--- config.mk ---
export PLATFORM = sky130hd
export DESIGN_NAME = lwc_bus_encoder
export DESIGN_NICKNAME = d
export VERILOG_FILES = /design/src/rtl/lwc_pkg.sv /design/src/rtl/lwc_codebook.sv /design/src/rtl/lwc_lane.sv /design/src/rtl/lwc_bus_encoder.sv
export SDC_FILE = /design/constraint.sdc
export NUM_CORES = 1
export LEC_CHECK = 0
export ABC_AREA = 1
export BUFFER_PORTS_ARGS = -buffer_cell sky130_fd_sc_hd__buf_2
export CORE_ASPECT_RATIO = 0.5
export CORE_MARGIN = 2
export CORE_UTILIZATION = 40
export DETAILED_ROUTE_END_ITERATION = 16
export GPL_ROUTABILITY_DRIVEN = 0
export GPL_TIMING_DRIVEN = 0
export PLACE_DENSITY_LB_ADDON = 0.15
export SYNTH_ARGS = -nofsm -noshare
export SYNTH_HDL_FRONTEND = slang
export SYNTH_SLANG_ARGS = --single-unit
--- constraint.sdc ---
create_clock -name clk -period 1.3 [get_ports clk]
set_input_delay 0.13 -clock clk [delete_from_list [all_inputs] [get_ports clk]]
set_output_delay 0.13 -clock clk [all_outputs]
set_load 0.02 [all_outputs]
--- src/rtl/lwc_pkg.sv ---
package lwc_pkg;
  localparam int unsigned LANE_DW   = 4;
  localparam int unsigned LANE_CW   = 6;
  localparam int unsigned NUM_LANES = 2;
  localparam int unsigned DATA_W    = LANE_DW * NUM_LANES;
  localparam int unsigned BUS_W     = NUM_LANES * LANE_CW + (NUM_LANES - 1);

  typedef logic [LANE_DW-1:0] lane_data_t;
  typedef logic [LANE_CW-1:0] lane_code_t;
endpackage

--- src/rtl/lwc_codebook.sv ---
module lwc_codebook
  import lwc_pkg::*;
(
  input  lane_data_t diff_i,
  output lane_code_t code_o
);
  // Non-adjacent, weight<=2 words in ascending order
  always_comb begin
    unique case (diff_i)
      4'd0:  code_o = 6'b000000;
      4'd1:  code_o = 6'b000001;
      4'd2:  code_o = 6'b000010;
      4'd3:  code_o = 6'b000100;
      4'd4:  code_o = 6'b000101;
      4'd5:  code_o = 6'b001000;
      4'd6:  code_o = 6'b001001;
      4'd7:  code_o = 6'b001010;
      4'd8:  code_o = 6'b010000;
      4'd9:  code_o = 6'b010001;
      4'd10: code_o = 6'b010010;
      4'd11: code_o = 6'b010100;
      4'd12: code_o = 6'b100000;
      4'd13: code_o = 6'b100001;
      4'd14: code_o = 6'b100010;
      default: code_o = 6'b100100;
    endcase
  end
endmodule

--- src/rtl/lwc_lane.sv ---
module lwc_lane
  import lwc_pkg::*;
(
  input  logic       clk,
  input  logic       rst_n,
  input  logic       en_i,
  input  lane_data_t data_i,
  output lane_code_t lane_o
);
  lane_data_t prev_q, prev_d;
  lane_code_t wire_q, wire_d;
  lane_data_t diff;
  lane_code_t code;

  assign diff = data_i ^ prev_q;

  lwc_codebook cb_i (
    .diff_i (diff),
    .code_o (code)
  );

  always_comb begin
    prev_d = prev_q;
    wire_d = wire_q;
    if (en_i) begin
      prev_d = data_i;
      wire_d = wire_q ^ code;
    end
  end

  always_ff @(posedge clk or negedge rst_n) begin
    if (!rst_n) begin
      prev_q <= '0;
      wire_q <= '0;
    end else begin
      prev_q <= prev_d;
      wire_q <= wire_d;
    end
  end

  assign lane_o = wire_q;

  AST_IDLE_HOLD: assert property (@(posedge clk) disable iff (!rst_n)
    !en_i |=> ($stable(wire_q) && $stable(prev_q)));
  AST_HISTORY_LOAD: assert property (@(posedge clk) disable iff (!rst_n)
    en_i |=> (prev_q == $past(data_i)));
  AST_NO_ADJ_FLIP: assert property (@(posedge clk) disable iff (!rst_n)
    en_i |=> (((wire_q ^ $past(wire_q)) & ((wire_q ^ $past(wire_q)) >> 1)) == '0));
  AST_FLIP_WEIGHT: assert property (@(posedge clk) disable iff (!rst_n)
    en_i |=> ($countones(wire_q ^ $past(wire_q)) <= 2));
  AST_ZERO_DIFF_QUIET: assert property (@(posedge clk) disable iff (!rst_n)
    (en_i && (data_i == prev_q)) |=> $stable(wire_q));
endmodule

--- src/rtl/lwc_bus_encoder.sv ---
module lwc_bus_encoder
  import lwc_pkg::*;
(
  input  logic              clk,
  input  logic              rst_n,
  input  logic [DATA_W-1:0] data_i,
  input  logic              valid_i,
  output logic [BUS_W-1:0]  bus_o
);
  localparam int unsigned STRIDE = LANE_CW + 1;

  for (genvar g = 0; g < NUM_LANES; g++) begin : g_lane
    lane_code_t lane_out;

    lwc_lane lane_i (
      .clk    (clk),
      .rst_n  (rst_n),
      .en_i   (valid_i),
      .data_i (data_i[g*LANE_DW +: LANE_DW]),
      .lane_o (lane_out)
    );

    assign bus_o[g*STRIDE +: LANE_CW] = lane_out;

    if (g < NUM_LANES - 1) begin : g_shield
      assign bus_o[g*STRIDE + LANE_CW] = 1'b0;
    end
  end

  AST_RESET_QUIET: assert property (@(posedge clk)
    !rst_n |=> (bus_o == '0));
endmodule

## Word-level counts from Yosys, hierarchy flattened

Memory sizes are Yosys's and may differ from the RTL's.
Cells that the tools add are included.

| cells by class | value |
|---|---|
| bitwise operators | 4 |

Operator list:

| operator | number |
|---|---|
| $xor 6x6->6 | 2 |
| $xor 4x4->4 | 2 |

| storage, ports and cells | value |
|---|---|
| output and inout bits | 13 |
| bits in read-only memories | 192 |
| input port bits | 11 |
| register bits after elaboration | 20 |
| memories kept | 2 |
| logic and storage cells | 10 |

Memory list:

| memory | words | width | read ports | clocked after Yosys merged registers in | write ports | RTL line | source |
|---|---|---|---|---|---|---|---|
| (name not given) | 16 | 6 | 1 | 0 | 0 | lwc_codebook.sv:9 | `unique case (diff_i)` |
| (name not given) | 16 | 6 | 1 | 0 | 0 | lwc_codebook.sv:9 |  |

## Depth between registers and ports, before layout

An unclocked memory read counts as a cell.

| logic depth | value |
|---|---|
| depth in word-level cells | 3 |
| gate-level depth with buffers | 10 |

## Modules after synthesis

Synthesis repeated with hierarchy kept, for this count alone.

| unflattened totals | value |
|---|---|
| cell total of the unflattened synthesis | 176 |
| area total of the unflattened synthesis | 1192.4 um2 |

By module, submodules not included:

| module | area an instance (um2) | times used | cells an instance |
|---|---|---|---|
| lwc_lane | 493.0 | 2 | 64 |
| lwc_codebook | 97.6 | 2 | 23 |
| lwc_bus_encoder | 11.3 | 1 | 2 |

## Least setup slack after synthesis

Ideal clock, no wire load.

| timing path | value |
|---|---|
| path kind | register -> register |
| from | reg g_lane[0].lane_i.prev_q[0] |
| to | reg g_lane[0].lane_i.wire_q[2] |
| stages on the path, launching flop included | 11 |
| data required time | 1.187 ns |
| arrival | 0.908 ns |
| clock period less this slack | 1.021 ns |
| library setup time | 0.113 ns |
| slack | 0.279 ns |
| cells stage by stage | dfrtp_1 > inv_1 > nand2_1 > nand2_2 > inv_1 > nand2_1 > nand2_1 > nand2_1 > nand2_1 > nand2_1 > inv_1 |

| on the way | value |
|---|---|
| cells in the longest elaborated chain, start to end | 3 |

RTL lines:

| item | RTL line | source |
|---|---|---|
| from (decl) | lwc_lane.sv:10 | `lane_data_t prev_q, prev_d;` |
| from (signal assigned) | lwc_lane.sv:36 | `prev_q <= prev_d;` |
| $xor 4x4->4 | lwc_lane.sv:15 | `assign diff = data_i ^ prev_q;` |
| $mem_v2 16x6 | n/a |  |
| $xor 6x6->6 | lwc_lane.sv:27 | `wire_d = wire_q ^ code;` |
| to (signal assigned) | lwc_lane.sv:37 | `wire_q <= wire_d;` |
| to (decl) | lwc_lane.sv:11 | `lane_code_t wire_q, wire_d;` |

Every way passes these cells.
A chain may end at the register's enable or synchronous reset.

## Final worst setup path

| timing path | value |
|---|---|
| from | reg g_lane[1].lane_i.prev_q[0] |
| to | reg g_lane[1].lane_i.wire_q[2] |

| on the way | value |
|---|---|
| cells in the longest elaborated chain, start to end | 3 |

RTL lines:

| item | RTL line |
|---|---|
| from (decl) | lwc_lane.sv:10 |
| from (signal assigned) | lwc_lane.sv:36 |
| $xor 4x4->4 | lwc_lane.sv:15 |
| $mem_v2 16x6 | n/a |
| $xor 6x6->6 | lwc_lane.sv:27 |
| to (signal assigned) | lwc_lane.sv:37 |
| to (decl) | lwc_lane.sv:11 |

Every way passes these cells.

==> results.yml <==
logic_synthesis:
  synth_seq_cells: 20
  synth_commonest_cells: "nand2_1, inv_1, dfrtp_1"
  yosysSeqAreaShare_pct: 42.37
  synthTopCellsByArea: "dfrtp_1, nand2_1, inv_1"
  synth_area_mm2: 0.001181
  yosys_warnings: 0
  syn_area_per_cell_um2: 7.031
  ys_types: 16
  async_reset_ff_share_pct: 100.0
  synth_edf_count: 0
  synthCells: 168
  yosys.area.top_type: "dfrtp_1"
  syn_nets: 179
  synth_most_common_cell: "nand2_1"
  netlist.area_leader.share_pct: 42.37
  synth-main-ff-cell: "dfrtp_1"
place:
  io_buffers: 21
  dpl_cell_area_mm2: 0.001333
  hpwl_mm: 1.701
  dp.cells: 226
grt:
  grt_max_degree: 21
  grt_pass1_vias: 942
  antenna_found_initial: 0
  grt_overflow: 0
  gr-usage-all-layers_pct: 15.59
  grt_pass1_wl_mm: 3.988
sta:
  fin_skew_ns: 0.006239
  fin_setup_tns_ns: 0
  grt_setup_unrepaired: "false"
  post-route-period-util_pct: 87.12
  period_minus_slack_ns: 1.133
  max_freq_mhz: 883.0
  finalHoldViolCount: 0
  setup_viol: 0
  drv_slew: 0
critical_path:
  start_kind: "flop"
  critPathCaptureType: "flop"
  crit_path_start: "g_lane[1].lane_i.prev_q[0]$_DFFE_PN0P_"
  cp.required_ns: 1.47
  reg2reg_from: "g_lane[1].lane_i.prev_q[0]$_DFFE_PN0P_"
  critical_path.max_fanout: 5
  criticalPathCategory: "reg -> reg"
  worstPathArrival_ns: 1.30
cells_and_area:
  final_cells: 231
  nets: 206
  drive_gt1_share_pct: 23.20
  final_area_mm2: 0.001398
  num_antenna_cells: 0
  syn2layout_area_growth_pct: 18.33
hold_path:
  hold_class: "in -> reg"
  hp-start: "data_i[5]"
clock_tree:
  htree_levels: 1
  cts-buffers-inserted: 3
  cts_sinks: 20
  cts_tree: "built"
  cts_resized: 0
  cts_setup_buffers: 0
  worstSkewPairLatency_ns: 0.27
  clk_path_buf_depth: 2
  clk_pin_slew_ns: 0.08
  clockRootBuffer: "clkbuf_8"
  holdBufCountCts: 1
flow_run:
  drv_cap: 0
die:
  pin_count: 24
  die_h_um: 42.43
  num_rows: 13
  start_util_pct: 43.74
  dieArea_mm2: 0.003430
  core_area_mm2: 0.002700
  die_w_um: 80.85
route:
  drtPass1Iterations: 4
  route.detailed.drc: 0
  avgRoutedWirePerCell_um: 9.641
  vias_per_cell: 4.429
  dr_total_vias: 1023
  wl_met2_um: 933
  topRoutingLayerUsed: "met4"
  drt-total-wl_mm: 2.227
  wl_met3_um: 122
  drtIter0Drc: 42
  ant_nets: 0
  drt-met1-wl_mm: 1.134
pwr:
  ir_drop_v: 0.0008397
  pwr_density_cell_mw_per_mm2: 1706
  power_mw: 2.384
  leakagePower_nw: 0.7889
run_status:
  status: "finished, final reports clean"
## placed cells by master, fill, tap and decap left out
cell and n:
nand2_4 1, dlygate4sd3_1 1, a21oi_1 2, buf_2 24, clkbuf_8 4, nand3b_1 4
nand2_1 72, nor2_1 2, conb_1 1, nand2_2 9, dfrtp_1 20, nand3_1 12
inv_1 21, xnor2_1 6, o21ai_0 8, buf_4 1, nor2_4 2, inv_2 4
## power by group
group / leakage (nW) / switching, mW / internal (mW) / total [mW]
combinational: 0.522 / 0.570 / 0.347 / 0.918
sequential: 0.239 / 0.143 / 0.835 / 0.978
clock: 0.0288 / 0.218 / 0.270 / 0.488
total: 0.789 / 0.932 / 1.45 / 2.38
## area by class of cell
class / count / area, um^2
fill: 285 / 1303
multi-input combinational: 119 / 564.3
timing repair buffer: 22 / 115.1
sequential: 20 / 500.5
tap: 37 / 46.29
inverter: 25 / 93.84
buffer: 4 / 22.52
clock buffer: 4 / 55.05
## logic make-up after synthesis
family / share of synthesized area (%)
flip-flops: 42.37
AND/OR/NAND/NOR: 38.77
other: 0.3175
buffers and inverters: 9.852
XOR/XNOR: 4.449
AO/OA/AOI/OAI: 4.237
## flip-flops by register name (all words and copies together) (netlist names)
signal	flops
g_lane.lane_i.lane_o	12
g_lane.lane_i.prev_q	8
## metal layers
metal	track usage [%]	vias up
met5	0	-
met2	23.80	17
met3	5.819	5
li1	-	554
met4	6.102	0
met1	20.00	447
## stage by stage
| stage | hold WS [ns] | util, % | setup WS [ns] |
|---|---|---|---|
| 2_1_floorplan | -0.1656 | - | 0.2790 |
| 3_3_place_gp | 0.1114 | 49.35 | 0.2107 |
| 3_5_place_dp | 0.1149 | 49.35 | 0.1834 |
| 4_1_cts | 0.09653 | 51.76 | 0.1638 |
| 5_1_grt | 0.1205 | 51.76 | 0.008186 |
| 6_report | 0.1017 | 51.76 | 0.1674 |
## critical path: stages, from the launching register on
cell	delay, ns
dfrtp_1	0.39
inv_1	0.07
nand2_1	0.06
nand2_2	0.10
inv_1	0.07
nand2_1	0.08
nand2_1	0.07
nand2_1	0.07
nand2_1	0.04
nand2_1	0.05
inv_1	0.03
## path summary, 6_finish.rpt
kind                                                          end  slack (ns)  cells past startpoint
setup reg to reg           g_lane[1].lane_i.lane_o[2]$_DFFE_PN0P_        0.17                     10
setup / recovery           g_lane[1].lane_i.lane_o[2]$_DFFE_PN0P_        0.17                     10
hold / removal             g_lane[1].lane_i.prev_q[1]$_DFFE_PN0P_        0.10                      3
max in group asynchronous  g_lane[0].lane_i.lane_o[1]$_DFFE_PN0P_        0.62                      2
hold reg to reg            g_lane[0].lane_i.lane_o[4]$_DFFE_PN0P_        0.46                      1
min in group asynchronous  g_lane[1].lane_i.lane_o[5]$_DFFE_PN0P_        0.35                      2
(Power assumes the default switching activity.)
